`config.mk`:
```
export PLATFORM = sky130hd
export DESIGN_NAME = mcu_serial_port
export DESIGN_NICKNAME = d
export VERILOG_FILES = /design/src/rtl/serial_pkg.sv /design/src/rtl/serial_rate_gen.sv /design/src/rtl/serial_tx.sv /design/src/rtl/serial_rx.sv /design/src/rtl/serial_sync.sv /design/src/rtl/mcu_serial_port.sv
export SDC_FILE = /design/constraint.sdc
export NUM_CORES = 1
export LEC_CHECK = 0
export BUFFER_PORTS_ARGS = -buffer_cell sky130_fd_sc_hd__buf_2
export CAP_MARGIN = 20
export CORE_MARGIN = 3
export CORE_UTILIZATION = 33
export CTS_CLUSTER_DIAMETER = 40
export DETAILED_ROUTE_END_ITERATION = 8
export PLACE_DENSITY = 0.49
export SYNTH_ARGS = -nofsm -noshare
export SYNTH_HDL_FRONTEND = slang
export SYNTH_SLANG_ARGS = --single-unit
```
`constraint.sdc`:
```
create_clock -name clk_i -period 2 [get_ports clk_i]
set_clock_uncertainty 0.2 [all_clocks]
set_input_delay 0.2 -clock clk_i [delete_from_list [all_inputs] [get_ports clk_i]]
set_output_delay 0.2 -clock clk_i [all_outputs]
set_load 0.01 [all_outputs]
```
`src/rtl/serial_pkg.sv`:
```
package serial_pkg;
  typedef enum logic [1:0] {
    SP_SHIFT   = 2'd0,
    SP_ASYNC10 = 2'd1,
    SP_ASYNC11 = 2'd2,
    SP_ASYNC11_ALT = 2'd3
  } sp_mode_e;

  typedef struct packed {
    logic     smod;
    logic     ri;
    logic     ti;
    logic     rb8;
    logic     tb8;
    logic     ren;
    sp_mode_e mode;
  } sp_ctrl_t;

  localparam logic ADDR_DATA = 1'b0;
  localparam logic ADDR_CTRL = 1'b1;
endpackage

```
`src/rtl/serial_rate_gen.sv`:
```
module serial_rate_gen
  import serial_pkg::*;
#(
  parameter int OVS      = 16,
  parameter int SLOW_BIT = 64,
  parameter int FAST_BIT = 32
) (
  input  logic     clk_i,
  input  logic     rst_ni,
  input  sp_mode_e mode_i,
  input  logic     smod_i,
  input  logic     baud_tick_i,
  output logic     tick_o
);
  localparam int SLOW_DIV = SLOW_BIT / OVS;
  localparam int FAST_DIV = FAST_BIT / OVS;
  localparam int CW = $clog2(SLOW_DIV + 1);

  logic [CW-1:0] cnt_q, lim;
  logic m2_tick;

  assign lim     = smod_i ? CW'(FAST_DIV - 1) : CW'(SLOW_DIV - 1);
  assign m2_tick = (cnt_q >= lim);

  always_ff @(posedge clk_i or negedge rst_ni) begin
    if (!rst_ni) cnt_q <= '0;
    else if (m2_tick) cnt_q <= '0;
    else cnt_q <= cnt_q + 1'b1;
  end

  always_comb begin
    unique case (mode_i)
      SP_SHIFT:   tick_o = 1'b0;
      SP_ASYNC10: tick_o = baud_tick_i;
      default:    tick_o = m2_tick;
    endcase
  end
endmodule

```
`src/rtl/serial_tx.sv`:
```
module serial_tx #(
  parameter int DW  = 8,
  parameter int OVS = 16
) (
  input  logic          clk_i,
  input  logic          rst_ni,
  input  logic          tick_i,
  input  logic          start_i,
  input  logic          nine_i,
  input  logic [DW-1:0] data_i,
  input  logic          tb8_i,
  output logic          txd_o,
  output logic          done_o
);
  localparam int FW = DW + 3;
  localparam int SW = $clog2(OVS);
  localparam int IW = $clog2(FW);
  localparam logic [SW-1:0] SUB_END = SW'(OVS - 1);

  logic [FW-1:0] sh_q;
  logic [SW-1:0] sub_q;
  logic [IW-1:0] idx_q, last;
  logic busy_q, done_q, nine_q;

  assign last = nine_q ? IW'(FW - 1) : IW'(FW - 2);

  always_ff @(posedge clk_i or negedge rst_ni) begin
    if (!rst_ni) begin
      sh_q   <= '1;
      sub_q  <= '0;
      idx_q  <= '0;
      busy_q <= 1'b0;
      done_q <= 1'b0;
      nine_q <= 1'b0;
    end else begin
      done_q <= 1'b0;
      if (start_i) begin
        sh_q   <= {1'b1, (nine_i ? tb8_i : 1'b1), data_i, 1'b0};
        sub_q  <= '0;
        idx_q  <= '0;
        busy_q <= 1'b1;
        nine_q <= nine_i;
      end else if (busy_q && tick_i) begin
        if (sub_q == SUB_END) begin
          sub_q <= '0;
          if (idx_q == last) begin
            busy_q <= 1'b0;
            done_q <= 1'b1;
          end else begin
            sh_q  <= {1'b1, sh_q[FW-1:1]};
            idx_q <= idx_q + 1'b1;
          end
        end else begin
          sub_q <= sub_q + 1'b1;
        end
      end
    end
  end

  assign txd_o  = busy_q ? sh_q[0] : 1'b1;
  assign done_o = done_q;


  stop_high_chk: assert property (@(posedge clk_i) disable iff (!rst_ni)
    done_o |-> $past(txd_o));
endmodule

```
`src/rtl/serial_rx.sv`:
```
module serial_rx #(
  parameter int DW  = 8,
  parameter int OVS = 16
) (
  input  logic          clk_i,
  input  logic          rst_ni,
  input  logic          tick_i,
  input  logic          rxd_i,
  input  logic          ren_i,
  input  logic          nine_i,
  output logic [DW-1:0] data_o,
  output logic          bit9_o,
  output logic          done_o
);
  localparam int SW = $clog2(OVS);
  localparam int IW = $clog2(DW + 3);
  localparam logic [SW-1:0] S_A   = SW'(OVS / 2 - 2);
  localparam logic [SW-1:0] S_B   = SW'(OVS / 2 - 1);
  localparam logic [SW-1:0] S_C   = SW'(OVS / 2);
  localparam logic [SW-1:0] S_END = SW'(OVS - 1);
  localparam logic [IW-1:0] I_DLAST = IW'(DW);
  localparam logic [IW-1:0] I_NINE  = IW'(DW + 1);

  logic busy_q, done_q, nine_q, v0_q, v1_q, b9_q, maj;
  logic [SW-1:0] sub_q;
  logic [IW-1:0] idx_q;
  logic [DW-1:0] sh_q;

  // two stored votes plus the live sample
  assign maj = (v0_q & v1_q) | (v0_q & rxd_i) | (v1_q & rxd_i);

  always_ff @(posedge clk_i or negedge rst_ni) begin
    if (!rst_ni) begin
      busy_q <= 1'b0;
      done_q <= 1'b0;
      nine_q <= 1'b0;
      v0_q   <= 1'b1;
      v1_q   <= 1'b1;
      b9_q   <= 1'b0;
      sub_q  <= '0;
      idx_q  <= '0;
      sh_q   <= '0;
    end else begin
      done_q <= 1'b0;
      if (!busy_q) begin
        if (tick_i && ren_i && !rxd_i) begin
          busy_q <= 1'b1;
          sub_q  <= '0;
          idx_q  <= '0;
          nine_q <= nine_i;
        end
      end else if (tick_i) begin
        if (sub_q == S_END) begin
          sub_q <= '0;
          idx_q <= idx_q + 1'b1;
        end else begin
          sub_q <= sub_q + 1'b1;
        end
        if (sub_q == S_A) v0_q <= rxd_i;
        if (sub_q == S_B) v1_q <= rxd_i;
        if (sub_q == S_C) begin
          if (idx_q == '0) begin
            if (maj) busy_q <= 1'b0;
          end else if (idx_q <= I_DLAST) begin
            sh_q <= {maj, sh_q[DW-1:1]};
          end else if (idx_q == I_NINE) begin
            b9_q <= maj;
            if (!nine_q) begin
              busy_q <= 1'b0;
              done_q <= 1'b1;
            end
          end else begin
            busy_q <= 1'b0;
            done_q <= 1'b1;
          end
        end
      end
    end
  end

  assign data_o = sh_q;
  assign bit9_o = b9_q;
  assign done_o = done_q;


  no_start_off_chk: assert property (@(posedge clk_i) disable iff (!rst_ni)
    $rose(busy_q) |-> $past(ren_i));
endmodule

```
`src/rtl/serial_sync.sv`:
```
module serial_sync #(
  parameter int DW  = 8,
  parameter int DIV = 12
) (
  input  logic          clk_i,
  input  logic          rst_ni,
  input  logic          tx_start_i,
  input  logic [DW-1:0] tx_data_i,
  input  logic          rx_req_i,
  input  logic          rxd_i,
  output logic          clk_o,
  output logic          dat_o,
  output logic          oe_o,
  output logic          busy_o,
  output logic          tx_done_o,
  output logic          rx_done_o,
  output logic [DW-1:0] rx_data_o
);
  localparam int PW = $clog2(DIV);
  localparam int CW = $clog2(DW);
  localparam logic [PW-1:0] HALF  = PW'(DIV / 2);
  localparam logic [PW-1:0] LAST  = PW'(DIV - 1);
  localparam logic [CW-1:0] CLAST = CW'(DW - 1);

  logic busy_q, is_tx_q, tx_done_q, rx_done_q;
  logic [PW-1:0] phase_q;
  logic [CW-1:0] cnt_q;
  logic [DW-1:0] sh_q;

  always_ff @(posedge clk_i or negedge rst_ni) begin
    if (!rst_ni) begin
      busy_q    <= 1'b0;
      is_tx_q   <= 1'b0;
      tx_done_q <= 1'b0;
      rx_done_q <= 1'b0;
      phase_q   <= '0;
      cnt_q     <= '0;
      sh_q      <= '0;
    end else begin
      tx_done_q <= 1'b0;
      rx_done_q <= 1'b0;
      if (tx_start_i) begin
        busy_q  <= 1'b1;
        is_tx_q <= 1'b1;
        sh_q    <= tx_data_i;
        phase_q <= '0;
        cnt_q   <= '0;
      end else if (!busy_q) begin
        // flag update lands one cycle after done; hold off re-arm meanwhile
        if (rx_req_i && !rx_done_q) begin
          busy_q  <= 1'b1;
          is_tx_q <= 1'b0;
          phase_q <= '0;
          cnt_q   <= '0;
        end
      end else begin
        if (phase_q == HALF && !is_tx_q) sh_q <= {rxd_i, sh_q[DW-1:1]};
        if (phase_q == LAST) begin
          phase_q <= '0;
          if (is_tx_q) sh_q <= {1'b1, sh_q[DW-1:1]};
          if (cnt_q == CLAST) begin
            busy_q <= 1'b0;
            if (is_tx_q) tx_done_q <= 1'b1;
            else rx_done_q <= 1'b1;
          end else begin
            cnt_q <= cnt_q + 1'b1;
          end
        end else begin
          phase_q <= phase_q + 1'b1;
        end
      end
    end
  end

  assign clk_o     = busy_q ? (phase_q >= HALF) : 1'b1;
  assign oe_o      = busy_q & is_tx_q;
  assign dat_o     = oe_o ? sh_q[0] : 1'b1;
  assign busy_o    = busy_q;
  assign tx_done_o = tx_done_q;
  assign rx_done_o = rx_done_q;
  assign rx_data_o = sh_q;


  m0_tx_drive_chk: assert property (@(posedge clk_i) disable iff (!rst_ni)
    tx_done_o |-> $past(oe_o));
endmodule

```
`src/rtl/mcu_serial_port.sv`:
```
module mcu_serial_port
  import serial_pkg::*;
#(
  parameter int OVS       = 16,
  parameter int SHIFT_DIV = 12,
  parameter int SLOW_BIT  = 64,
  parameter int FAST_BIT  = 32
) (
  input  logic       clk_i,
  input  logic       rst_ni,
  input  logic       bus_addr_i,
  input  logic       bus_we_i,
  input  logic [7:0] bus_wdata_i,
  output logic [7:0] bus_rdata_o,
  input  logic       baud_tick_i,
  input  logic       rxd_i,
  output logic       rxd_o,
  output logic       rxd_oe_o,
  output logic       txd_o
);
  localparam int DW = 8;

  sp_ctrl_t ctrl_q;
  logic [DW-1:0] rbuf_q;
  logic [1:0] rx_sync_q;
  logic rxd_s, wr_data, wr_ctrl, is_shift, nine, tick16;
  logic a_txd, a_tx_done, a_rx_done, a_bit9;
  logic [DW-1:0] a_rx_data, s_rx_data, rx_data_any;
  logic s_clk, s_dat, s_oe, s_busy, s_tx_done, s_rx_done, m0_rx_req;
  logic tx_done_any, rx_done_any, load_ok;

  always_ff @(posedge clk_i or negedge rst_ni) begin
    if (!rst_ni) rx_sync_q <= 2'b11;
    else rx_sync_q <= {rx_sync_q[0], rxd_i};
  end
  assign rxd_s = rx_sync_q[1];

  assign wr_data   = bus_we_i && (bus_addr_i == ADDR_DATA);
  assign wr_ctrl   = bus_we_i && (bus_addr_i == ADDR_CTRL);
  assign is_shift  = (ctrl_q.mode == SP_SHIFT);
  assign nine      = ctrl_q.mode[1];
  assign m0_rx_req = is_shift && ctrl_q.ren && !ctrl_q.ri && !wr_data;

  serial_rate_gen #(.OVS(OVS), .SLOW_BIT(SLOW_BIT), .FAST_BIT(FAST_BIT)) u_rate (
    .clk_i, .rst_ni, .mode_i(ctrl_q.mode), .smod_i(ctrl_q.smod),
    .baud_tick_i, .tick_o(tick16)
  );

  serial_tx #(.DW(DW), .OVS(OVS)) u_tx (
    .clk_i, .rst_ni, .tick_i(tick16), .start_i(wr_data && !is_shift),
    .nine_i(nine), .data_i(bus_wdata_i), .tb8_i(ctrl_q.tb8),
    .txd_o(a_txd), .done_o(a_tx_done)
  );

  serial_rx #(.DW(DW), .OVS(OVS)) u_rx (
    .clk_i, .rst_ni, .tick_i(tick16), .rxd_i(rxd_s),
    .ren_i(ctrl_q.ren && !is_shift), .nine_i(nine),
    .data_o(a_rx_data), .bit9_o(a_bit9), .done_o(a_rx_done)
  );

  serial_sync #(.DW(DW), .DIV(SHIFT_DIV)) u_sync (
    .clk_i, .rst_ni, .tx_start_i(wr_data && is_shift), .tx_data_i(bus_wdata_i),
    .rx_req_i(m0_rx_req), .rxd_i(rxd_s), .clk_o(s_clk), .dat_o(s_dat),
    .oe_o(s_oe), .busy_o(s_busy), .tx_done_o(s_tx_done),
    .rx_done_o(s_rx_done), .rx_data_o(s_rx_data)
  );

  assign tx_done_any = a_tx_done | s_tx_done;
  assign rx_done_any = a_rx_done | s_rx_done;
  assign rx_data_any = s_rx_done ? s_rx_data : a_rx_data;
  assign load_ok     = rx_done_any && !ctrl_q.ri;

  always_ff @(posedge clk_i or negedge rst_ni) begin
    if (!rst_ni) begin
      ctrl_q <= '0;
      rbuf_q <= '0;
    end else begin
      if (wr_ctrl) ctrl_q <= sp_ctrl_t'(bus_wdata_i);
      if (tx_done_any) ctrl_q.ti <= 1'b1;
      if (load_ok) begin
        ctrl_q.ri <= 1'b1;
        rbuf_q    <= rx_data_any;
        if (a_rx_done) ctrl_q.rb8 <= a_bit9;
      end
    end
  end

  assign bus_rdata_o = (bus_addr_i == ADDR_CTRL) ? ctrl_q : rbuf_q;
  assign txd_o       = is_shift ? s_clk : a_txd;
  assign rxd_o       = s_dat;
  assign rxd_oe_o    = s_oe;


  ti_clear_chk: assert property (@(posedge clk_i) disable iff (!rst_ni)
    $fell(ctrl_q.ti) |-> $past(wr_ctrl));


  ri_clear_chk: assert property (@(posedge clk_i) disable iff (!rst_ni)
    $fell(ctrl_q.ri) |-> $past(wr_ctrl));


  rbuf_keep_chk: assert property (@(posedge clk_i) disable iff (!rst_ni)
    (rx_done_any && ctrl_q.ri) |=> $stable(rbuf_q));


  m0_rx_gate_chk: assert property (@(posedge clk_i) disable iff (!rst_ni)
    ($rose(s_busy) && !s_oe) |-> $past(ctrl_q.ren && !ctrl_q.ri && is_shift));
endmodule

```
After elaboration in Yosys (flattened, before gate mapping)
Cells that the tools add are included.

storage, ports and cells
  bits in writable memories = 0
  latch bits = 0
  flip-flop bits (word level) = 84
  memory bits (read-only) = 0
  memories kept = 0
  output and inout port bits = 11

cells by class
  $add $sub $neg = 7
  bitwise operators = 12
  muxes and demuxes = 90
  divide/modulo/power cells = 0
  $mul = 0
  eq/ne operators = 17
  shift-type cells = 0
  $lt $le $gt $ge = 3
  reductions and logical operators = 42

operators with widths
  kind                                                                                 count
  4-bit 2-to-1 mux                                                                     18
  8-bit 2-to-1 mux                                                                     7
  1-bit 2-to-1 mux                                                                     51
  11-bit 2-to-1 mux                                                                    4
  4-bit by 1-bit adder with 4-bit output, second input constant                        5
  4-bit equality test, second input constant                                           5
  3-bit 2-to-1 mux                                                                     6
  3-bit AND reduction                                                                  6
  2-bit nonzero test                                                                   8
  1-bit logical AND                                                                    14
  4-bit by 3-bit equality test with 1-bit output, second input constant                3
  7-bit 2-to-1 mux                                                                     1
  3-bit by 1-bit adder with 3-bit output, second input constant                        2
  1-bit zero test                                                                      6
  2-bit by 1-bit != test with 1-bit output, second input constant                      3
  3-bit by 2-bit != test with 1-bit output, second input constant                      2
  2-bit AND reduction                                                                  3
  6-bit AND reduction                                                                  1
  5-bit AND reduction                                                                  1
  1-bit AND                                                                            4
  4-bit equality test                                                                  1
  4-bit by 3-bit greater-or-equal comparator with 1-bit output, second input constant  1
  4-bit <= comparator, second input constant                                           1
  4-bit zero test                                                                      1
  10 further kinds                                                                     17

Longest topological paths before layout
Gate-level depths: netlist (run 1).

  depth after elaboration = 8
  mapped depth = 6
  mapped depth without buffers = 6

Modules after synthesis
A second synthesis (run 1) with hierarchy kept.

second synthesis, totals
  cells, all modules = 392
  area total of the unflattened synthesis = 4450.5 um^2

by module, submodules not included
  module           area an instance (um^2)  cells each  seq. area each (um^2)  times used
  serial_sync      1144.8                   107         475.5                  1
  serial_rx        1128.6                   94          553.0                  1
  serial_tx        1066.0                   112         538.0                  1
  mcu_serial_port  967.2                    68          452.9                  1
  serial_rate_gen  143.9                    11          75.1                   1

Worst setup path before layout (run 1)
Ideal clock, no wire load.

  path kind = reg2reg
  from = register u_rate.cnt_q[1]
  to = register u_rx.sh_q[0] (netlist: u_rx.data_o[0])
  required time = 1675 ps
  path slack = -197 ps
  arrival time = 1872 ps
  stages on the path, launching flop included = 6
  cell sequence = dfrtp_1 > ha_1 > a211oi_1 > mux2i_1 > nand4_2 > mux2_2

on the way
  cells in the longest elaborated chain, start to end = 3

ends and longest elaborated chain
  element                               RTL line               RTL
  start, declared                       serial_rate_gen.sv:19  logic [CW-1:0] cnt_q, lim;
  start signal, assigned                serial_rate_gen.sv:28  else cnt_q <= cnt_q + 1'b1;
  3-bit greater-or-equal comparator     serial_rate_gen.sv:23  assign m2_tick = (cnt_q >= lim);
  1-bit case mux with 2 select lines    serial_rate_gen.sv:32  unique case (mode_i)
  5-bit AND reduction (no source line)  -
  end signal, assigned                  serial_rx.sv:65        sh_q <= {maj, sh_q[DW-1:1]};
  end, declared                         serial_rx.sv:27        logic [DW-1:0] sh_q;

Every way passes these cells.
A chain may end at the register's enable or synchronous reset.

Worst setup path after layout (run 1)
  from = register ctrl_q[7] in the netlist's numbering
  to = register u_rx.b9_q (netlist: u_rx.bit9_o)

on the way
  cells in the longest elaborated chain, start to end = 4

ends and longest elaborated chain
  element                               RTL line               RTL
  start, declared                       mcu_serial_port.sv:23  sp_ctrl_t ctrl_q;
  start signal, assigned                mcu_serial_port.sv:78  if (wr_ctrl) ctrl_q <= sp_ctrl_t'(bus_wdata_i);
  2-bit 2-to-1 mux                      serial_rate_gen.sv:22  assign lim = smod_i ? CW'(FAST_DIV - 1) : CW'(SLOW_DIV - 1);
  3-bit greater-or-equal comparator     serial_rate_gen.sv:23
  1-bit case mux with 2 select lines    serial_rate_gen.sv:32
  6-bit AND reduction (no source line)  -
  end signal, assigned                  serial_rx.sv:67        b9_q <= maj;
  end, declared                         serial_rx.sv:24        logic busy_q, done_q, nine_q, v0_q, v1_q, b9_q, maj;

Every way passes these cells.

==> run metrics, run 1 <==
status=finished, violations left; failing checks=setup timing; Top delay family on crit path=multiplexers; drt drc=0; Num Clock Sinks=83; core area=12200 um^2; Post-Synthesis Cells=399; Clk pin slew, worst setup/hold paths=0.06 ns; CP Capture Type=flip-flop; Clock Path Buffers=2; beginning of the worst register-to-register path=ctrl_q[7]; Synthesized Nets=427; R2R Path End=u_rx.bit9_o; first-pass GRT wire length=16500 um; largest net degree at the start of global routing=33; unrepaired setup endpoints after global routing=yes; Num CTS Buffers=9; setup violators final=1; final wirelength=about 10000 um; share of cells above drive strength 1=around 28%; pwr dens=1080 nW/um^2; Final #Nets=498; Slew Limit Fails=0; Final Hold Viols=0; sw power=around 1.9 mW; DRT Pass-1 Iters=4; hold depth=3; synth warn=0; initial antenna violation count=0; htree depth=3; met3 usage=2.47%; crit-path max FO=3; WP data arrival=2.09 ns; Clock Latency Late Sink=approximately 0.34 ns; dpl hpwl=7130 um; grt met2 use=22.8%; Antenna Nets Post-Route=0; clock root cell=clkbuf_16; crit-path cells=ha_4 -> a211oi_4 -> mux2_4 -> or4_4 -> mux2_4; M1 GR Usage=just over 20%; fin crit period=roughly 2.1 ns; worst hold slack=0.115 ns; Worst Setup Path Type=flip-flop to flip-flop; highest-delay cell along the critical path=or4_4; post-route setup slack=-0.0730 ns; Mapped Area=around 4200 um^2; Sw Share=33.1%; Min-Delay Startpoint=bus_addr_i; Comb power frac=30.4%; CP bufs+invs=0; DP Area=roughly 4800 um^2; Die Wd=approximately 120 um; Area Overhead vs Synth=26.2%; Starting Density=34.4%; number of global-route vias before repair=3190; Clk pwr share=27.5%; vias=between 3000 and 4000; Hold EP=ctrl_q[6]; sequential fraction of the synthesis area=49.8%; most frequent CP cell=mux2_4; Max Cap Viol=0; distinct cell type count of the synthesized netlist=52; CTS tree=built; critical path data required time=2.02 ns; initial DRC count=184; GRT Total Usage=14.6%; Internal=3.82 mW; share of power burned in registers=42.0%; Post-synth EDFFs=0; slowest stage delay, CP=0.42 ns; Post-synth top flop=dfrtp_1; pre-CTS setup slack=-0.0961 ns; Avg Inst Size Synth=10.5 um^2; FF-to-FF setup slack=-0.07 ns; busiest grt layer=met2; Hold Path Class=input port to flip-flop; final setup TNS=-0.0730 ns; # rows=40; PortBufs=24; worst vdd ir=0.506 mV; R2R depth=5; IO Pins=25; #FFs+latches synth=just over 80; slew margin rel.=66.3%; Die ar.=around 14000 um^2; Synth async-reset ratio=100%; Via density=5.05; Final Cycle Share=104%; Fmax=~480 MHz; design area=5300 um^2; gpl congestion=0.780; Worst setup SP type=flip-flop; DIE HEIGHT=between 100 and 150 um; Routed WL per cell=around 16 um; aggregate global routing overflow=0; Leak Pwr=roughly 2.4 nW; slew of the pin with the lowest slew margin=approximately 0.5 ns; total power=5.71 mW; antenna fix cells=0
[cells in the final DEF (no fill, tap or decap), types with 3 or more instances in the layout]
cell / instances
o2bb2ai_1: 3
a21oi_1: 7
nor4_1: 3
nand3_1: 9
o21ai_0: 33
and3_1: 3
a32o_1: 3
nor2_1: 23
a31oi_1: 10
and2_1: 5
a21o_1: 4
or3_1: 3
nand2_1: 42
nand4_1: 13
nor3b_1: 3
ha_1: 13
nor2b_1: 6
mux2i_1: 23
dfrtp_1: 68
buf_4: 34
a22o_1: 4
buf_12: 4
nor3_1: 5
clkbuf_16: 9
o31ai_1: 10
nand2b_1: 5
dfstp_2: 14
inv_1: 10
buf_2: 23
dlygate4sd3_1: 11
mux2_2: 24
[worst reg2reg max path, delay by kind of cell (launching register included)]
family                     cells  cell delay (ns)
muxes                          2             0.57
and+or+nand+nor                1             0.42
DFF                            1             0.41
adders and majority gates      1             0.29
AOI/OAI and AO/OA              1             0.07
[metal layers]
metal	part of all wire, %	up-vias
met3	2.7	10
li1	-	1613
met1	50	1577
met2	46	46
met4	1.5	0
met5	0	-
[flip-flops by register name, indices dropped and copies added, names as in the netlist, 2 cells and up]
signal            count
ctrl_q                8
rbuf_q                8
rx_sync_q             2
u_rate.cnt_q          3
u_rx.data_o           8
u_rx.idx_q            4
u_rx.sub_q            4
u_sync.cnt_q          3
u_sync.phase_q        4
u_sync.rx_data_o      8
u_tx.idx_q            4
u_tx.sh_q            10
u_tx.sub_q            4
[synth_stat cells (6+ instances only)]
| cell type | n | area share, % |
|---|---|---|
| a21oi_1 | 7 | 0.83 |
| a31oi_1 | 10 | 1.5 |
| clkbuf_1 | 9 | 0.80 |
| dfrtp_1 | 69 | 41 |
| dfstp_2 | 14 | 8.7 |
| ha_1 | 14 | 4.2 |
| inv_1 | 10 | 0.89 |
| mux2_2 | 25 | 6.7 |
| mux2i_1 | 24 | 5.7 |
| nand2_1 | 42 | 3.7 |
| nand3_1 | 10 | 1.2 |
| nand4_1 | 13 | 1.9 |
| nor2_1 | 24 | 2.1 |
| nor2b_1 | 6 | 0.89 |
| o21ai_0 | 34 | 4.0 |
| o31ai_1 | 10 | 1.8 |
[how the worst max path moves through the flow]
stage                    start     endpoint  cells after the start
2_1_floorplan        ctrl_q[7]  u_rx.bit9_o                      5
3_3_place_gp   u_rate.cnt_q[1]  u_rx.bit9_o                      5
3_5_place_dp   u_rate.cnt_q[1]  u_rx.bit9_o                      5
4_1_cts              ctrl_q[7]  u_rx.bit9_o                      5
5_1_grt              ctrl_q[7]  u_rx.bit9_o                      5
6_report             ctrl_q[7]  u_rx.bit9_o                      5
[timing repair]
item	CTS	global route
endpoints found under the setup margin	10	21
pin swaps	2	4
setup buffers	1	5
hold buffers	11	0
gates resized for setup	5	6
endpoints found under the hold margin	86	0
[kinds of logic after synthesis]
kind of cell	after synthesis	share of synthesized area (%)
AO/OA/AOI/OAI	86	13.1
adder cells (fa/ha/maj)	15	4.40
buffers and inverters	25	2.32
flip-flops	83	49.8
multiplexers	50	12.7
AND/OR/NAND/NOR	140	17.7
[power by group through the flow]
stage	combinational (mW)	clock, mW	sequential [mW]
2_1_floorplan	1.11	0	2.34
3_3_place_gp	1.65	0	2.42
3_5_place_dp	1.67	0	2.43
4_1_cts	1.71	1.62	2.40
5_1_grt	1.97	1.68	2.46
6_report	1.74	1.57	2.40
[through the flow]
step,cells,util [%]
after global placement,610,39.5
after floorplan,399,-
after detailed placement,610,39.5
after global routing,643,43.4
final,643,43.4
after CTS,638,42.9
[final cells by class]
class	instances	area (um^2)
tap	168	210
clock inverter	5	37.5
inverter	11	41.3
sequential	83	2100
timing repair buffer	74	583
clock buffer	11	243
fill	1192	6910
multi-input combinational	291	2090
No activity file was read; power rests on OpenSTA's default activity.
==> inputs of run 2 (changes only) <==
--- a/config.mk
+++ b/config.mk
@@ -5,6 +5,7 @@
 export SDC_FILE = /design/constraint.sdc
 export NUM_CORES = 1
 export LEC_CHECK = 0
+export ABC_AREA = 1
 export BUFFER_PORTS_ARGS = -buffer_cell sky130_fd_sc_hd__buf_2
 export CAP_MARGIN = 20
 export CORE_MARGIN = 3
==> run metrics, run 2 <==
htree depth=3; DP Area=4900 um^2; worst hold slack=0.0246 ns; share of power burned in registers=43.2%; Die ar.=15100 um^2; setup violators final=0; Commonest cells post-synth=167 x nand2_1, 69 x dfrtp_1, 63 x inv_1; PortBufs=24; Avg Inst Size Synth=8.05 um^2; worst vdd ir=0.399 mV; Max Cap Viol=0; crit-path max FO=5; WP data arrival=between 1 and 1.5 ns; Starting Density=33.9%; number of global-route vias before repair=3693; Clock Latency Late Sink=0.35 ns; fin crit period=1.88 ns; aggregate global routing overflow=0; most frequent cell after synthesis=nand2_1; sequential fraction of the synthesis area=46.5%; final wirelength=11400 um; distinct cell type count of the synthesized netlist=35; Final #Nets=between 600 and 700; Synthesized Nets=roughly 590; status=finished, final reports clean; Worst Setup Path Type=flip-flop to primary output; total power=between 5 and 6 mW; Antenna Nets Post-Route=0; #FFs+latches synth=83; Final Hold Viols=0; antenna fix cells=0; adder-cell share of the synthesized area=3.89%; ranking of synthesized cells by area=dfrtp_1 38%, nand2_1 14%, dfstp_2 8.2%; first-pass GRT wire length=18800 um; Top delay family on crit path=flip-flops; post-route setup slack=0.123 ns; CP Capture Type=primary output; unrepaired setup endpoints after global routing=yes; area of the multi-input gates=2090 um^2; Post-synth EDFFs=0; Clk pin slew, worst setup/hold paths=0.06 ns; Num CTS Buffers=9; design area=5350 um^2; Area Overhead vs Synth=18.8%; Leak Pwr=between 2 and 3 nW; Internal=3.82 mW; Hold Path Class=input port to flip-flop; Via density=4.80; DIE HEIGHT=123 um; Clock Path Buffers=2; crit-path cells=inv_1 -> ha_1 -> nand3_1 -> a31oi_1 -> buf_2; # rows=42; Sw Share=a little over a third; post-synth top area share=38.4%; pwr dens=1100 nW/um^2; Mapped Area=4500 um^2; Clk pwr share=28.8%; initial antenna violation count=0; Sequential Area=2090 um^2; Comb power frac=approximately 28%; core area=roughly 13000 um^2; DRT Pass-1 Iters=7; share of cells above drive strength 1=roughly 17%; Num Clock Sinks=a little over 80; largest net degree at the start of global routing=36; sw power=2.06 mW; simple-gate share of the synthesized area=28.7%; highest-delay cell along the critical path=dfrtp_1; dpl hpwl=8260 um; xor/xnor cell area share of the yosys netlist=0.973%; slew of the pin with the lowest slew margin=0.346 ns; critical path data required time=approximately 1.6 ns; post-synthesis mux area share=less than 1%; # fillers=1378; Worst setup SP type=flip-flop; vias=3803; most frequent cells in the layout=165 x nand2_1, 69 x dfrtp_1, 63 x inv_1; Synth area leader=dfrtp_1; Compound-Gate Fraction of Synth Area=11.5%; Die Wd=roughly 120 um; CTS tree=built; main combinational cell family by area after synthesis=simple AND/OR/NAND/NOR gates; IO Pins=25; Post-Synthesis Cells=between 500 and 600; drt drc=0; synth warn=0; GRT Total Usage=16.2%; Final Cycle Share=93.8%; CP bufs+invs=2; max reg flops=10; commonest non-fill, non-tap cell in the layout=nand2_1; gpl congestion=0.810; slowest stage delay, CP=0.43 ns; register name with the most flops=u_tx.sh_q; clock root cell=clkbuf_16; slew margin rel.=76.8%; Slew Limit Fails=0; final setup TNS=0 ns; initial DRC count=225; pre-CTS setup slack=-0.0324 ns; Post-synth top flop=dfrtp_1; Routed WL per cell=approximately 14 um; Fmax=about 530 MHz; Synth async-reset ratio=100%
-- run 2: changes by cell type in the layout (fill, tap and decap cells not counted), moves of 10 or more --
| cell | delta |
|---|---|
| buf_4 | -11 |
| nor2_1 | +11 |
| nand2_1 | +123 |
| mux2_2 | -23 |
| nand3_1 | +21 |
| o21ai_0 | +18 |
| o211ai_1 | +12 |
| o31ai_1 | -10 |
| inv_1 | +53 |
| mux2i_1 | -23 |
-- run 2: stage by stage --
step	util (%)	std cells
after floorplan	-	559
after global placement	36.8	763
after detailed placement	36.8	763
after CTS	39.8	788
after global routing	40.2	792
final	40.2	792
-- run 2: metal layers --
metal  global-route usage [%]  vias to the layer above  wire, um  part of all wire, %
li1                         -                     1932         -                    -
met1                     22.4                     1797      5620                   49
met2                     25.1                       61      5260                   46
met3                     2.76                       13       350                  3.1
met4                     6.37                        0       206                  1.8
met5                        0                        -         0                    0
-- run 2: final cells by class --
class                      count  area share [%]
tap                          176            4.12
timing repair buffer          57            7.65
inverter                      64            4.49
clock inverter                 4           0.936
sequential                    83            39.2
clock buffer                  12            4.61
multi-input combinational    396            39.0
-- run 2: logic make-up (layout without fill, tap and decap cells) --
family / count (synthesis) / count (layout)
simple gates: 282 / 284
xor+xnor: 5 / 5
flops: 83 / 83
fa+ha+maj: 14 / 14
buf+inv: 82 / 137
compound gates: 92 / 92
mux: 1 / 1
-- run 2: path summary, 6_finish.rpt --
kind	start	end	slack [ns]	depth (start not counted)
min	bus_wdata_i[0]	u_tx.sh_q[1]	0.02	5
min reg2reg	rx_sync_q[0]	rx_sync_q[1]	0.16	0
max in group asynchronous	rst_ni	u_rx.v0_q	0.90	3
min in group asynchronous	rst_ni	u_tx.idx_q[3]	0.09	2
max reg2reg	ctrl_q[7]	u_rx.sub_q[3]	0.14	8
max	u_sync.phase_q[0]	txd_o	0.12	5
-- run 2: tightest hold or removal path, delay by kind of cell --
family	cells	cell delay, ns
simple gates	4	0.25
buf+inv	1	0.11
-- run 2: power by group through the flow --
| stage | sequential (mW) | clock (mW) | combinational, mW |
|---|---|---|---|
| 6_report | 2.54 | 1.69 | 1.65 |
| 5_1_grt | 2.61 | 1.82 | 1.93 |
| 4_1_cts | 2.54 | 1.74 | 1.62 |
| 3_5_place_dp | 2.56 | 0 | 1.60 |
| 3_3_place_gp | 2.55 | 0 | 1.55 |
| 2_1_floorplan | 2.45 | 0 | 1.24 |
-- run 2: what timing repair did --
item	4_1_cts	5_1_grt
endpoints found under the setup margin	3	19
hold buffers	9	0
setup buffers	0	2
pin swaps	0	3
gates resized for setup	1	6
gates cloned	0	2
endpoints found under the hold margin	85	0
